## src/rtl/pw_enc_pkg.sv

```systemverilog
package pw_enc_pkg;
  // high clocks of a one: floor(period/2 - 1)
  function automatic int unsigned one_high_clocks(input int unsigned period);
    return period / 2 - 1;
  endfunction
endpackage

```

## src/rtl/pw_enc_period_cnt.sv

```systemverilog
module pw_enc_period_cnt #(
  parameter int unsigned CNT_W = 9
) (
  input  logic             clk_i,
  input  logic             rst_ni,
  input  logic             load_i,
  input  logic [CNT_W-1:0] load_val_i,
  output logic             last_o
);
  logic [CNT_W-1:0] cnt_q;

  always_ff @(posedge clk_i or negedge rst_ni) begin
    if (!rst_ni)              cnt_q <= '0;
    else if (load_i)          cnt_q <= load_val_i;
    else if (cnt_q != '0)     cnt_q <= cnt_q - 1'b1;
  end

  assign last_o = (cnt_q == '0);
endmodule

```

## src/rtl/pw_enc_pulse_gen.sv

```systemverilog
module pw_enc_pulse_gen #(
  parameter int unsigned CNT_W = 9
) (
  input  logic             clk_i,
  input  logic             rst_ni,
  input  logic             load_i,
  input  logic             data_i,
  input  logic [CNT_W-1:0] hi_len_i,
  output logic             line_o
);
  logic [CNT_W-1:0] hi_q;

  always_ff @(posedge clk_i or negedge rst_ni) begin
    if (!rst_ni)           hi_q <= '0;
    else if (load_i)       hi_q <= data_i ? hi_len_i : '0;
    else if (hi_q != '0)   hi_q <= hi_q - 1'b1;
  end

  assign line_o = (hi_q != '0);
endmodule

```

## src/rtl/pw_line_encoder.sv

```systemverilog
module pw_line_encoder #(
  parameter int unsigned LEN_W   = 8,
  parameter int unsigned BIT_OFS = 6
) (
  input  logic             clk_i,
  input  logic             rst_ni,
  input  logic [LEN_W-1:0] bit_len_i,
  input  logic             bit_valid_i,
  input  logic             bit_data_i,
  output logic             bit_ready_o,
  output logic             line_o,
  output logic             busy_o
);
  import pw_enc_pkg::*;

  localparam int unsigned MAX_PERIOD = (1 << LEN_W) - 1 + BIT_OFS;
  localparam int unsigned CNT_W      = $clog2(MAX_PERIOD + 1);

  logic             active_q;
  logic             last;
  logic             accept;
  logic [CNT_W-1:0] period_m1;
  logic [CNT_W-1:0] hi_len;

  assign period_m1 = CNT_W'(bit_len_i) + CNT_W'(BIT_OFS - 1);
  assign hi_len    = CNT_W'(one_high_clocks(32'(bit_len_i) + BIT_OFS));

  assign bit_ready_o = !active_q || last;
  assign accept      = bit_valid_i && bit_ready_o;
  assign busy_o      = active_q;

  always_ff @(posedge clk_i or negedge rst_ni) begin
    if (!rst_ni)     active_q <= 1'b0;
    else if (accept) active_q <= 1'b1;
    else if (last)   active_q <= 1'b0;
  end

  pw_enc_period_cnt #(.CNT_W(CNT_W)) period_cnt_i (
    .clk_i      (clk_i),
    .rst_ni     (rst_ni),
    .load_i     (accept),
    .load_val_i (period_m1),
    .last_o     (last)
  );

  pw_enc_pulse_gen #(.CNT_W(CNT_W)) pulse_gen_i (
    .clk_i    (clk_i),
    .rst_ni   (rst_ni),
    .load_i   (accept),
    .data_i   (bit_data_i),
    .hi_len_i (hi_len),
    .line_o   (line_o)
  );
endmodule

```

## config.mk

```make
export PLATFORM = sky130hd
export DESIGN_NAME = pw_line_encoder
export DESIGN_NICKNAME = d
export VERILOG_FILES = /design/src/rtl/pw_enc_pkg.sv /design/src/rtl/pw_enc_period_cnt.sv /design/src/rtl/pw_enc_pulse_gen.sv /design/src/rtl/pw_line_encoder.sv
export SDC_FILE = /design/constraint.sdc
export NUM_CORES = 1
export LEC_CHECK = 0
export BUFFER_PORTS_ARGS = -buffer_cell sky130_fd_sc_hd__buf_2
export CAP_MARGIN = 20
export CORE_MARGIN = 2
export CORE_UTILIZATION = 47
export CTS_BUF_LIST = sky130_fd_sc_hd__clkbuf_8
export DETAILED_ROUTE_END_ITERATION = 16
export HOLD_SLACK_MARGIN = 0.1
export PLACE_DENSITY = 0.63
export SLEW_MARGIN = 15
export SYNTH_ARGS = -nofsm -noshare
export SYNTH_HDL_FRONTEND = slang
export SYNTH_HIERARCHICAL = 1
export SYNTH_SLANG_ARGS = --single-unit
```

## constraint.sdc

```tcl
create_clock -name clk_i -period 6.4 [get_ports clk_i]
set_clock_uncertainty 0.15 [all_clocks]
set_input_delay 0.96 -clock clk_i [delete_from_list [all_inputs] [get_ports clk_i]]
set_output_delay 0.96 -clock clk_i [all_outputs]
set_load 0.01 [all_outputs]
```

=== Word-level counts from Yosys, hierarchy flattened ===
Cells that the tools add are included.

* Flip-flop bits (word level): 19
* Output and inout bits: 3
* Word-level logic and storage cells: 24
* Input port bits: 12

* $add $sub $neg: 5
* Reductions and logical operators: 9
* Multiplexer cells: 7

{| class="wikitable"
|+ Operators with widths
! operator !! count
|-
| $mux 9 || 5
|-
| $add 8x3->9 const B || 2
|-
| $reduce_bool 9->1 || 2
|-
| $sub 9x1->9 const B || 2
|-
| $logic_not 9->1 || 1
|-
| $sub 8x1->9 const B || 1
|-
| $reduce_bool 2->1 || 3
|-
| $mux 1 || 2
|-
| $logic_and 1x1->1 || 1
|-
| $logic_not 1->1 || 1
|-
| $logic_or 1x1->1 || 1
|}

=== Longest topological paths before layout ===
Gate-level depths: netlist of the first run.

* Word-level depth: 4
* Gate-level depth with buffers: 12
* Depth with buffers taken out: 10

=== Modules after synthesis ===
Netlist of the first run, hierarchy kept.

{| class="wikitable"
|+ By module, submodules not included
! module !! times used !! seq. area each (µm²) !! area an instance (µm²) !! cells each
|-
| pw_enc_pulse_gen || 1 || 225.2 || 575.6 || 67
|-
| pw_line_encoder || 1 || 25.0 || 544.3 || 69
|-
| pw_enc_period_cnt || 1 || 225.2 || 534.3 || 57
|}

=== Worst setup path before layout of the first run ===
No wires, ideal clock.

* Kind: register to register
* Start: register period_cnt_i.cnt_q[0]
* End: register period_cnt_i.cnt_q[0]
* Stages on the path, launching flop included: 13
* Setup time: 94 ps
* Period minus slack after synthesis: 3055 ps
* Slack: 3345 ps
* Buffers on the path: 3
* Data required time: 6156 ps
* Arrival: 2811 ps
* Cells stage by stage: dfrtp_1 > inv_1 > ha_1 > or4b_1 > buf_2 > or2_4 > inv_1 > nand2b_1 > and2_1 > clkbuf_1 > clkbuf_1 > nor2_1 > a221oi_2

* Cells in the longest elaborated chain, start to end: 4
* Elaborated cells between the ends (all ways): 8
* Classes of those cells: 1 x add/sub; 2 x mux; 5 x reduce/logical

{| class="wikitable"
|+ Ends and longest elaborated chain
! element !! RTL line !! source
|-
| start, declared || pw_enc_period_cnt.sv:10 || <nowiki>logic [CNT_W-1:0] cnt_q;</nowiki>
|-
| start signal, assigned || pw_enc_period_cnt.sv:14 || <nowiki>else if (load_i) cnt_q <= load_val_i;</nowiki>
|-
| start signal, assigned || pw_enc_period_cnt.sv:15 || <nowiki>else if (cnt_q != '0) cnt_q <= cnt_q - 1'b1;</nowiki>
|-
| $logic_not 9->1 * || pw_enc_period_cnt.sv:18 || <nowiki>assign last_o = (cnt_q == '0);</nowiki>
|-
| named net last || pw_line_encoder.sv:20 || <nowiki>logic last;</nowiki>
|-
| $logic_or 1x1->1 * || pw_line_encoder.sv:28 || <nowiki>assign bit_ready_o = !active_q || last;</nowiki>
|-
| named net bit_ready_o || pw_line_encoder.sv:10 || <nowiki>output logic bit_ready_o,</nowiki>
|-
| $logic_and 1x1->1 * || pw_line_encoder.sv:29 || <nowiki>assign accept = bit_valid_i && bit_ready_o;</nowiki>
|-
| named net accept || pw_line_encoder.sv:21 || <nowiki>logic accept;</nowiki>
|-
| $mux 9 or $reduce_bool 2->1 (tied branches) || -- ||
|}

Mark *: on every way through the listed nets, which the timed path passes. The rest lies on a longest branch. The select of a mux whose other input is x is not followed.
A chain may end at the register's enable or synchronous reset.

=== Final worst setup path of the first run ===
* Start: register period_cnt_i.cnt_q[0]
* End: register pulse_gen_i.hi_q[7]

* Cells in the longest elaborated chain, start to end: 4
* Elaborated cells between the ends (all ways): 5
* Classes of those cells: 1 x mux; 4 x reduce/logical

{| class="wikitable"
|+ Ends and longest elaborated chain
! element !! RTL line !! source
|-
| $logic_not 9->1 * || pw_enc_period_cnt.sv:18 ||
|-
| named net last || pw_line_encoder.sv:20 ||
|-
| $logic_or 1x1->1 * || pw_line_encoder.sv:28 ||
|-
| $logic_and 1x1->1 * || pw_line_encoder.sv:29 ||
|-
| named net accept || pw_line_encoder.sv:21 ||
|-
| $mux 9 or $reduce_bool 2->1 (tied branches) || -- ||
|-
| end signal, assigned || pw_enc_pulse_gen.sv:15 || <nowiki>else if (load_i) hi_q <= data_i ? hi_len_i : '0;</nowiki>
|-
| end signal, assigned || pw_enc_pulse_gen.sv:16 || <nowiki>else if (hi_q != '0) hi_q <= hi_q - 1'b1;</nowiki>
|-
| end, declared || pw_enc_pulse_gen.sv:11 || <nowiki>logic [CNT_W-1:0] hi_q;</nowiki>
|}

Mark *: on every way through the listed nets, which the timed path passes. The rest lies on a longest branch.

==> flow_summary_export.csv, run 1 <==
group,metric,value,unit
status,outcome,"finished, final reports clean",
place,place_inst,239,
place,gp_congestion,0.830,
power_and_ir_drop,ir_drop,0.0000701,V
sta,finalHoldViolCount,0,
die,pin_count,15,
setup_path,critPathMaxFanout,31,
routing,wl_per_cell,14.6,µm
setup_path,crit_top_cell,"inv_1",
grt,gr-usage-all-layers,0.194,
clocking,clk_latency,270,ps
setup_path,end_kind,"register",
logic_synthesis,ys_seq_area_frac,0.287,
die,fp.dieArea,4010,µm²
clocking,postCtsSetupRepairBufs,0,
routing,drtPass1Iterations,4,
cells_and_area,drive_above_1_share,0.147,
routing,drt_wl_total,3560,µm
job,cap_violations,0,
sta,max_freq,255,MHz
clocking,numCtsBuffers,3,
sta,rsz0062_at_grt,"no",
grt,overflow,0,
grt,grt_pass1_vias,1291,
setup_path,crit_slowest_cell,"and2_1",
die,die_y,63.3,µm
clocking,cts_root_buffer,"clkbuf_8",
die,start_util,0.492,
grt,antenna_found_initial,0,
power_and_ir_drop,finalPower,0.247,mW
logic_synthesis,synth_common_cells,"dfrtp_1, nor2_1, xnor2_1, inv_1",
routing,ant_nets,0,
routing,drtIter0Drc,164,
clocking,clk_pin_slew,90,ps
logic_synthesis,synth_nets,211,
hold_path,hold_path_class,"register to register",
sta,finalSetupViolations,0,
logic_synthesis,postSynthCellCount,193,
logic_synthesis,ys_seq_elements,19,
logic_synthesis,synthFlopType,"dfrtp_1",
power_and_ir_drop,powerDensity,143,nW/µm²
logic_synthesis,syn-mean-instance-area,8.57,µm²
logic_synthesis,yosysUniqueCellTypes,58,
clocking,cts_tree,"yes",
sta,finalCritPeriodShare,0.612,
cells_and_area,syn_to_final_growth,4.39,%
place,port_buffers,14,
hold_path,hold_depth,2,
cells_and_area,antenna_cells,0,
setup_path,start_kind,"register",
sta,worstMarginPinSlew,1000,ps
cells_and_area,fin_cells,243,
cells_and_area,nets,216,
setup_path,path_cells,"inv_1 > ha_1 > or4b_1 > or2_4 > inv_1 > nand2b_1 > and2_1 > clkinv_1 > o31a_1 > a211oi_1",
setup_path,critical_path_arrival,3930,ps
clocking,clk_path_buf_depth,2,
logic_synthesis,yosysWarningCount,6,
logic_synthesis,synth_edf_count,0,
logic_synthesis,synth_largest_area_cell,"dfrtp_1",
cells_and_area,nFillCells,354,
sta,slew_headroom,0.331,
setup_path,reg2reg_depth,10,
grt,grt_max_degree,32,
clocking,cts.sinks,19,
die,die_x,63.3,µm
grt,grt_pass1_wl,6210,µm
sta,maxSlewViolCount,0,
clocking,ctsHoldBuffers,0,
setup_path,max_stage_delay,800,ps
place,place_hpwl,2690,µm
routing,vias_per_cell,5.92,
sta,period_minus_slack,3920,ps
power_and_ir_drop,p_leak,0.658,nW
setup_path,path_class,"register to register",
sta,final.setup.tns,0,ps
setup_path,cp.required,6410,ps
clocking,cts_resized,0,
die,core,3360,µm²
routing,drc,0,
clocking,htree_levels,1,
die,rows,21,
logic_synthesis,synth_most_common_cell,"dfrtp_1",
logic_synthesis,asyncSetResetFlopFracSynth,1.00,
logic_synthesis,yosys.area.top_type_share,0.287,
logic_synthesis,yosys-top-cells-area,"dfrtp_1, xnor2_1, ha_1, nor2_1, nand3_1",
routing,vias,1438,
logic_synthesis,syn_area,1650,µm²
==> cells in the final DEF, fill, tap and decap left out, types with 2 or more instances in the layout <==
master,n
nand3_1,9
clkbuf_8,3
o21ai_1,4
a31oi_1,2
nor4_1,2
dfrtp_1,19
or4b_1,2
o211ai_1,3
buf_2,14
xnor2_1,15
o31ai_1,6
or2_2,2
xor2_1,4
or2_4,2
a21oi_1,7
nand2_1,8
or4_1,4
nand2b_1,4
o31a_1,2
a311oi_1,2
nor2_1,16
inv_1,11
nor3_1,7
mux2i_1,2
or3_1,3
nor3b_1,3
o21ai_0,9
ha_1,6
==> layout make-up <==
| cell class | count | area, µm² | share of cell area |
|---|---|---|---|
| Multi-Input combinational cell | 148 | 1030 | 0.596 |
| Clock buffer | 3 | 41.3 | 0.0239 |
| Timing Repair Buffer | 14 | 70.1 | 0.0406 |
| Inverter | 12 | 45.0 | 0.0261 |
| Sequential cell | 19 | 475 | 0.275 |
| Clock inverter | 1 | 7.51 | 0.00435 |
| Tap cell | 46 | 57.6 | 0.0333 |
==> power breakdown <==
part	internal, mW	switching (mW)	total, mW	leakage, nW
Sequential	0.120	0	0.120	0.214
Clock	0.0440	0.0461	0.0901	0.0217
Combinational	0.0146	0.0224	0.0370	0.422
==> worst max-delay path, delay by kind of cell, from the launching register on <==
family,cells,cell delay [ps]
AOI/OAI and AO/OA,2,470
adders and majority gates,1,210
buffers and inverters,3,700
DFF,1,410
and+or+nand+nor,4,1850
==> per-layer routing <==
layer	global-route usage	part of all wire
met3	0.0232	0.051
met4	0.0571	0.012
met1	0.293	0.49
met2	0.289	0.45
met5	0	0
==> state kept, by name, summed over array words and instances (netlist names) <==
register and count:
period_cnt_i/cnt_q 9, pulse_gen_i/hi_q 9, busy_o 1
==> path summary, 6_finish.rpt <==
kind / startpoint / endpoint / slack [ps]
worst max-delay path: period_cnt_i/cnt_q[0] / pulse_gen_i/hi_q[7] / 2480
worst min-delay path: busy_o / busy_o / 390
worst max register to register: period_cnt_i/cnt_q[0] / pulse_gen_i/hi_q[7] / 2480
worst min register to register: busy_o / busy_o / 390
max in group asynchronous: rst_ni / pulse_gen_i/hi_q[7] / 5300
min in group asynchronous: rst_ni / period_cnt_i/cnt_q[3] / 470
==> metrics by stage <==
step	instance area, µm²	setup slack [ps]	utilization	hold slack, ps
2_1_floorplan	1650	3350	-	359
3_3_place_gp	1680	2740	0.499	358
3_5_place_dp	1680	2580	0.499	377
4_1_cts	1730	2540	0.513	398
5_1_grt	1730	2170	0.513	448
6_report	1730	2480	0.513	390
==> logic make-up (layout without fill, tap and decap cells) <==
kind of cell / Yosys count / in the layout / synth area share
adder cells (fa/ha/maj): 6 / 6 / 0.0454
flip-flops: 19 / 19 / 0.287
multiplexers: 2 / 2 / 0.0121
buffers and inverters: 26 / 30 / 0.0900
XOR/XNOR: 19 / 19 / 0.101
AO/OA/AOI/OAI: 50 / 50 / 0.221
AND/OR/NAND/NOR: 71 / 71 / 0.244
(Power assumes the default switching activity.)
==> run 2, diff against run 1 <==
--- a/config.mk
+++ b/config.mk
@@ -12,7 +12,7 @@
 export CTS_BUF_LIST = sky130_fd_sc_hd__clkbuf_8
 export DETAILED_ROUTE_END_ITERATION = 16
 export HOLD_SLACK_MARGIN = 0.1
-export PLACE_DENSITY = 0.63
+export PLACE_DENSITY = 0.66
 export SLEW_MARGIN = 15
 export SYNTH_ARGS = -nofsm -noshare
 export SYNTH_HDL_FRONTEND = slang
==> constraint.sdc (replaced) <==
create_clock -name clk_i -period 3.3 [get_ports clk_i]
set_clock_uncertainty 0.15 [all_clocks]
set_input_delay 0.495 -clock clk_i [delete_from_list [all_inputs] [get_ports clk_i]]
set_output_delay 0.495 -clock clk_i [all_outputs]
set_load 0.01 [all_outputs]
==> run 2 against run 1 <==
Net effect: combinational power increased by 91%; clock power increased by 74%; routed wire length is 1.5% lower; cell count increased by 1.6%; non-clock buffer count grew 4; register-to-register slack worse by 2300 ps; critical path depth up 1; first-iteration DRC count fell by 36%; die area unchanged; total power is 86% higher; sequential power rose by 94%; via count hardly changed; critical path type unchanged; critical endpoint is now pulse_gen_i/hi_q[3]; largest cell class unchanged; largest power group unchanged; highest routed layer unchanged.
==> flow_summary_export.csv, run 2 (synthesized netlist as in run 1, its figures left out) <==
group,metric,value,unit
clocking,clk_pin_slew,70,ps
cells_and_area,final_core_util,0.522,
die,core,3360,µm²
sta,period_minus_slack,3100,ps
die,pin_count,15,
power_and_ir_drop,ir_drop,0.000119,V
status,outcome,"finished, final reports clean",
clocking,numCtsBuffers,3,
setup_path,end_kind,"register",
sta,max_freq,322,MHz
place,gp_congestion,0.888,
die,die_x,63.3,µm
routing,drtIter0Drc,105,
sta,final.setup.tns,0,ps
sta,finalSetupViolations,0,
setup_path,cp.required,3290,ps
clocking,clk_latency,250,ps
sta,worstMarginPinSlew,449,ps
cells_and_area,syn_to_final_growth,6.20,%
routing,ant_nets,0,
setup_path,reg2reg_depth,11,
cells_and_area,final_cell_mix,"dfrtp_1, nor2_1, xnor2_1",
sta,maxSlewViolCount,0,
setup_path,r2r-end,"pulse_gen_i/hi_q[3]",
routing,vias_per_cell,5.83,
cells_and_area,drive_above_1_share,0.164,
clocking,cts.sinks,19,
hold_path,hold_path_class,"input pin to register",
grt,overflow,0,
setup_path,critPathMaxFanout,14,
sta,finalHoldViolCount,0,
setup_path,endpoint,"pulse_gen_i/hi_q[3]",
setup_path,reg2reg_setup_slack,200,ps
clocking,clk_path_buf_depth,2,
sta,rsz0062_at_grt,"no",
power_and_ir_drop,p_sw,0.115,mW
setup_path,crit_slowest_cell,"or4b_1",
place,port_buffers,14,
die,rows,21,
grt,antenna_found_initial,0,
clocking,cts_tree,"yes",
clocking,htree_levels,1,
power_and_ir_drop,power_frac_clock,0.341,
routing,vias,1439,
die,fp.dieArea,4010,µm²
cells_and_area,nets,220,
power_and_ir_drop,finalPower,0.460,mW
setup_path,critical_path_arrival,3100,ps
cells_and_area,final_common_cell,"dfrtp_1",
power_and_ir_drop,p_int,0.346,mW
setup_path,r2r-start,"period_cnt_i/cnt_q[0]",
routing,drt_wl_total,3500,µm
die,die_y,63.3,µm
power_and_ir_drop,power_frac_comb,0.154,
sta,slew_headroom,0.697,
grt,grt_pass1_vias,1355,
place,place_inst,242,
setup_path,start_kind,"register",
power_and_ir_drop,powerDensity,262,nW/µm²
setup_path,path_class,"register to register",
routing,drc,0,
place,place_hpwl,2720,µm
clocking,cts_root_buffer,"clkbuf_8",
setup_path,path_depth,11,
sta,finalCritPeriodShare,0.941,
setup_path,path_cells,"inv_1 > ha_1 > or4b_1 > or2_4 > inv_1 > nand2b_1 > and2_1 > buf_4 > nand2b_1 > o21ai_0 > a31o_1",
setup_path,crit_buf_inv,3,
power_and_ir_drop,seqPwrFrac,0.505,
job,cap_violations,0,
cells_and_area,fin_cells,247,
grt,grt_max_degree,20,
grt,grt_pass1_wl,6050,µm
routing,wl_per_cell,14.2,µm
cells_and_area,antenna_cells,0,
power_and_ir_drop,switching_share,0.250,
setup_path,cp_top_family,"simple AND/OR/NAND/NOR gates",
power_and_ir_drop,p_leak,0.682,nW
setup_path,max_stage_delay,580,ps
cells_and_area,design_area,1760,µm²
grt,gr-usage-all-layers,0.182,
place,placed_area,1700,µm²
die,start_util,0.492,
setup_path,critPathLaunch,"period_cnt_i/cnt_q[0]",
routing,drtPass1Iterations,4,
[run 2: cell count changes in the layout (fill, tap and decap cells not counted)]
cell,before,now
clkinvlp_4,1,0
dlygate4sd3_1,0,1
buf_4,0,3
clkinv_1,1,0
inv_2,0,1
clkinv_2,0,1
[run 2: metal layers]
metal  vias to the layer above  share of wire  GRT usage
met5                         -              0          0
met4                         0          0.010     0.0543
met3                         4          0.032     0.0196
met2                        27           0.49      0.307
met1                       686           0.47      0.244
li1                        722              -          -
[run 2: layout make-up]
type | instances | area (µm²)
Fill cell | 355 | 1610
Multi-Input combinational cell | 148 | 1030
Sequential cell | 19 | 475
Timing Repair Buffer | 18 | 103
Tap cell | 46 | 57.6
Inverter | 12 | 45.0
Clock buffer | 3 | 41.3
Clock inverter | 1 | 5.00
[run 2: repair_timing]
item,CTS,global route
endpoints found under the setup margin,0,1
gates resized for setup,0,1
buffers inserted,0,0
hold buffers,1,0
endpoints found under the hold margin,19,0
[run 2: metrics by stage]
| stage | hold slack [ps] | setup WS, ps |
|---|---|---|
| floorplan | 49.4 | 245 |
| global placement | 302 | 336 |
| detailed placement | 301 | 209 |
| CTS | 291 | 203 |
| global route | 320 | 1.73 |
| finish | 294 | 196 |
[run 2: worst min path at each step]
stage / slack [ps] / to / cells past startpoint / from
finish: 290 / busy_o / 2 / bit_valid_i
global route: 320 / busy_o / 2 / bit_valid_i
CTS: 290 / busy_o / 2 / bit_valid_i
detailed placement: 300 / period_cnt_i/cnt_q[5] / 1 / rst_ni
global placement: 300 / period_cnt_i/cnt_q[5] / 1 / rst_ni
floorplan: 50 / busy_o / 0 / rst_ni
[run 2: power groups by stage]
stage / Combinational [mW] / Sequential, mW / Clock (mW)
floorplan: 0.0567 / 0.237 / 0
global placement: 0.0685 / 0.237 / 0
detailed placement: 0.0706 / 0.237 / 0
CTS: 0.0718 / 0.233 / 0.163
global route: 0.0792 / 0.233 / 0.177
finish: 0.0708 / 0.233 / 0.157
==> run 3, diff against run 2 <==
--- a/config.mk
+++ b/config.mk
@@ -12,7 +12,7 @@
 export CTS_BUF_LIST = sky130_fd_sc_hd__clkbuf_8
 export DETAILED_ROUTE_END_ITERATION = 16
 export HOLD_SLACK_MARGIN = 0.1
-export PLACE_DENSITY = 0.66
+export PLACE_DENSITY = 0.63
 export SLEW_MARGIN = 15
 export SYNTH_ARGS = -nofsm -noshare
 export SYNTH_HDL_FRONTEND = slang
==> constraint.sdc (replaced) <==
create_clock -name clk_i -period 3.45 [get_ports clk_i]
set_clock_uncertainty 0.15 [all_clocks]
set_input_delay 0.5175 -clock clk_i [delete_from_list [all_inputs] [get_ports clk_i]]
set_output_delay 0.5175 -clock clk_i [all_outputs]
set_load 0.01 [all_outputs]
==> run 3 against run 2 <==
Net effect: setup slack gained 220 ps; via count is essentially flat; register-to-register slack gained 220 ps; core utilization shrank 0.26 points; flip-flop and latch count is the same; combinational power shrank 3.2%; clock power is essentially flat; fmax grew 2.3%; critical path type unchanged; largest cell class unchanged; highest routed layer unchanged.
==> flow_summary_export.csv, run 3 (synthesized netlist as in run 1, its figures left out) <==
group,metric,value,unit
cells_and_area,nets,219,
clocking,cts.sinks,19,
job,cap_violations,0,
routing,drt_wl_total,3550,µm
place,place_inst,241,
die,die_x,63.3,µm
cells_and_area,antenna_cells,0,
power_and_ir_drop,ir_drop,0.000124,V
sta,fin_ws,415,ps
clocking,numCtsBuffers,3,
routing,vias_per_cell,5.85,
setup_path,critical_path_arrival,3030,ps
clocking,clk_pin_slew,70,ps
sta,finalCritPeriodShare,0.880,
power_and_ir_drop,p_leak,0.678,nW
sta,max_freq,329,MHz
routing,ant_nets,0,
setup_path,cp.required,3440,ps
grt,grt_pass1_wl,6140,µm
power_and_ir_drop,finalPower,0.446,mW
cells_and_area,drive_above_1_share,0.150,
clocking,ctsHoldBuffers,1,
sta,finalHoldViolCount,0,
sta,finalSetupViolations,0,
sta,period_minus_slack,3040,ps
status,outcome,"finished, final reports clean",
die,fp.dieArea,4010,µm²
cells_and_area,final_cell_mix,"dfrtp_1, nor2_1, xnor2_1",
die,pin_count,15,
grt,met3_usage,0.0286,
sta,maxSlewViolCount,0,
hold_path,hold_path_class,"input pin to register",
grt,grt_use_met1,0.280,
cells_and_area,final_common_cell,"dfrtp_1",
routing,vias,1440,
sta,slew_headroom,0.679,
grt,grt_pass1_vias,1329,
die,rows,21,
grt,antenna_found_initial,0,
routing,drtPass1Iterations,4,
place,gp_congestion,0.868,
cells_and_area,syn_to_final_growth,5.67,%
clocking,htree_levels,1,
grt,grt_busiest_layer,"met2",
sta,worstMarginPinSlew,475,ps
place,place_hpwl,2710,µm
clocking,cts_root_buffer,"clkbuf_8",
die,start_util,0.492,
clocking,clk_latency,260,ps
sta,rsz0062_at_grt,"no",
grt,grt_max_degree,20,
sta,final.setup.tns,0,ps
place,pre_cts_ws,446,ps
die,core,3360,µm²
clocking,cts_tree,"yes",
cells_and_area,multi_input_area,1030,µm²
sta,fin_hold_ws,313,ps
routing,drtIter0Drc,105,
grt,met2_usage,0.286,
place,port_buffers,14,
grt,overflow,0,
routing,drc,0,
clocking,postCtsSetupRepairBufs,0,
setup_path,start_kind,"register",
setup_path,end_kind,"register",
cells_and_area,seq_area,475,µm²
grt,gr-usage-all-layers,0.186,
setup_path,path_class,"register to register",
die,die_y,63.3,µm
power_and_ir_drop,powerDensity,255,nW/µm²
cells_and_area,design_area,1750,µm²
routing,wl_per_cell,14.4,µm
setup_path,critPathMaxFanout,12,
clocking,cts_resized,0,
cells_and_area,nFillCells,345,
clocking,clk_path_buf_depth,2,
cells_and_area,final_core_util,0.520,
place,placed_area,1690,µm²
cells_and_area,fin_cells,246,
run 3: cell types whose count changed in the layout (fill, tap and decap cells not counted), sizes merged:
cell / previous run / this run
buf: 17 / 16
run 3: power by group:
part	internal [mW]	leakage [nW]	switching (mW)	total (mW)
Clock	0.0792	0.0269	0.0753	0.154
Combinational	0.0278	0.437	0.0407	0.0685
Sequential	0.223	0.214	0	0.223
run 3: layer usage:
layer  vias up  routed length [µm]
met5         -                   0
met4         0                  16
met3         3                 146
met2        34                1520
met1       683                1860
li1        720                   -
run 3: final cells by class:
cell class                 instances  share of cell area
timing repair buffer              17              0.0544
inverter                          12              0.0258
tap                               46              0.0329
clock buffer                       3              0.0236
clock inverter                     1             0.00215
multi-input combinational        148               0.589
sequential                        19               0.272
run 3: path summary, 6_finish.rpt:
kind / from / to / slack [ps] / depth (start not counted)
min in group asynchronous: rst_ni / pulse_gen_i/hi_q[6] / 580 / 2
setup / recovery: period_cnt_i/cnt_q[0] / period_cnt_i/cnt_q[7] / 410 / 11
setup reg to reg: period_cnt_i/cnt_q[0] / period_cnt_i/cnt_q[7] / 410 / 11
hold reg to reg: busy_o / busy_o / 390 / 2
hold / removal: bit_valid_i / busy_o / 310 / 2
max in group asynchronous: rst_ni / period_cnt_i/cnt_q[5] / 2270 / 2
run 3: critical path, stage by stage (launching register included):
cell and delay, ps:
dfrtp_1 410, inv_1 90, ha_1 210, or4b_1 570, or2_4 310, inv_1 120, nand2b_1 160, and2_1 180
buf_4 190, inv_1 120, o311a_1 140, a221o_1 260
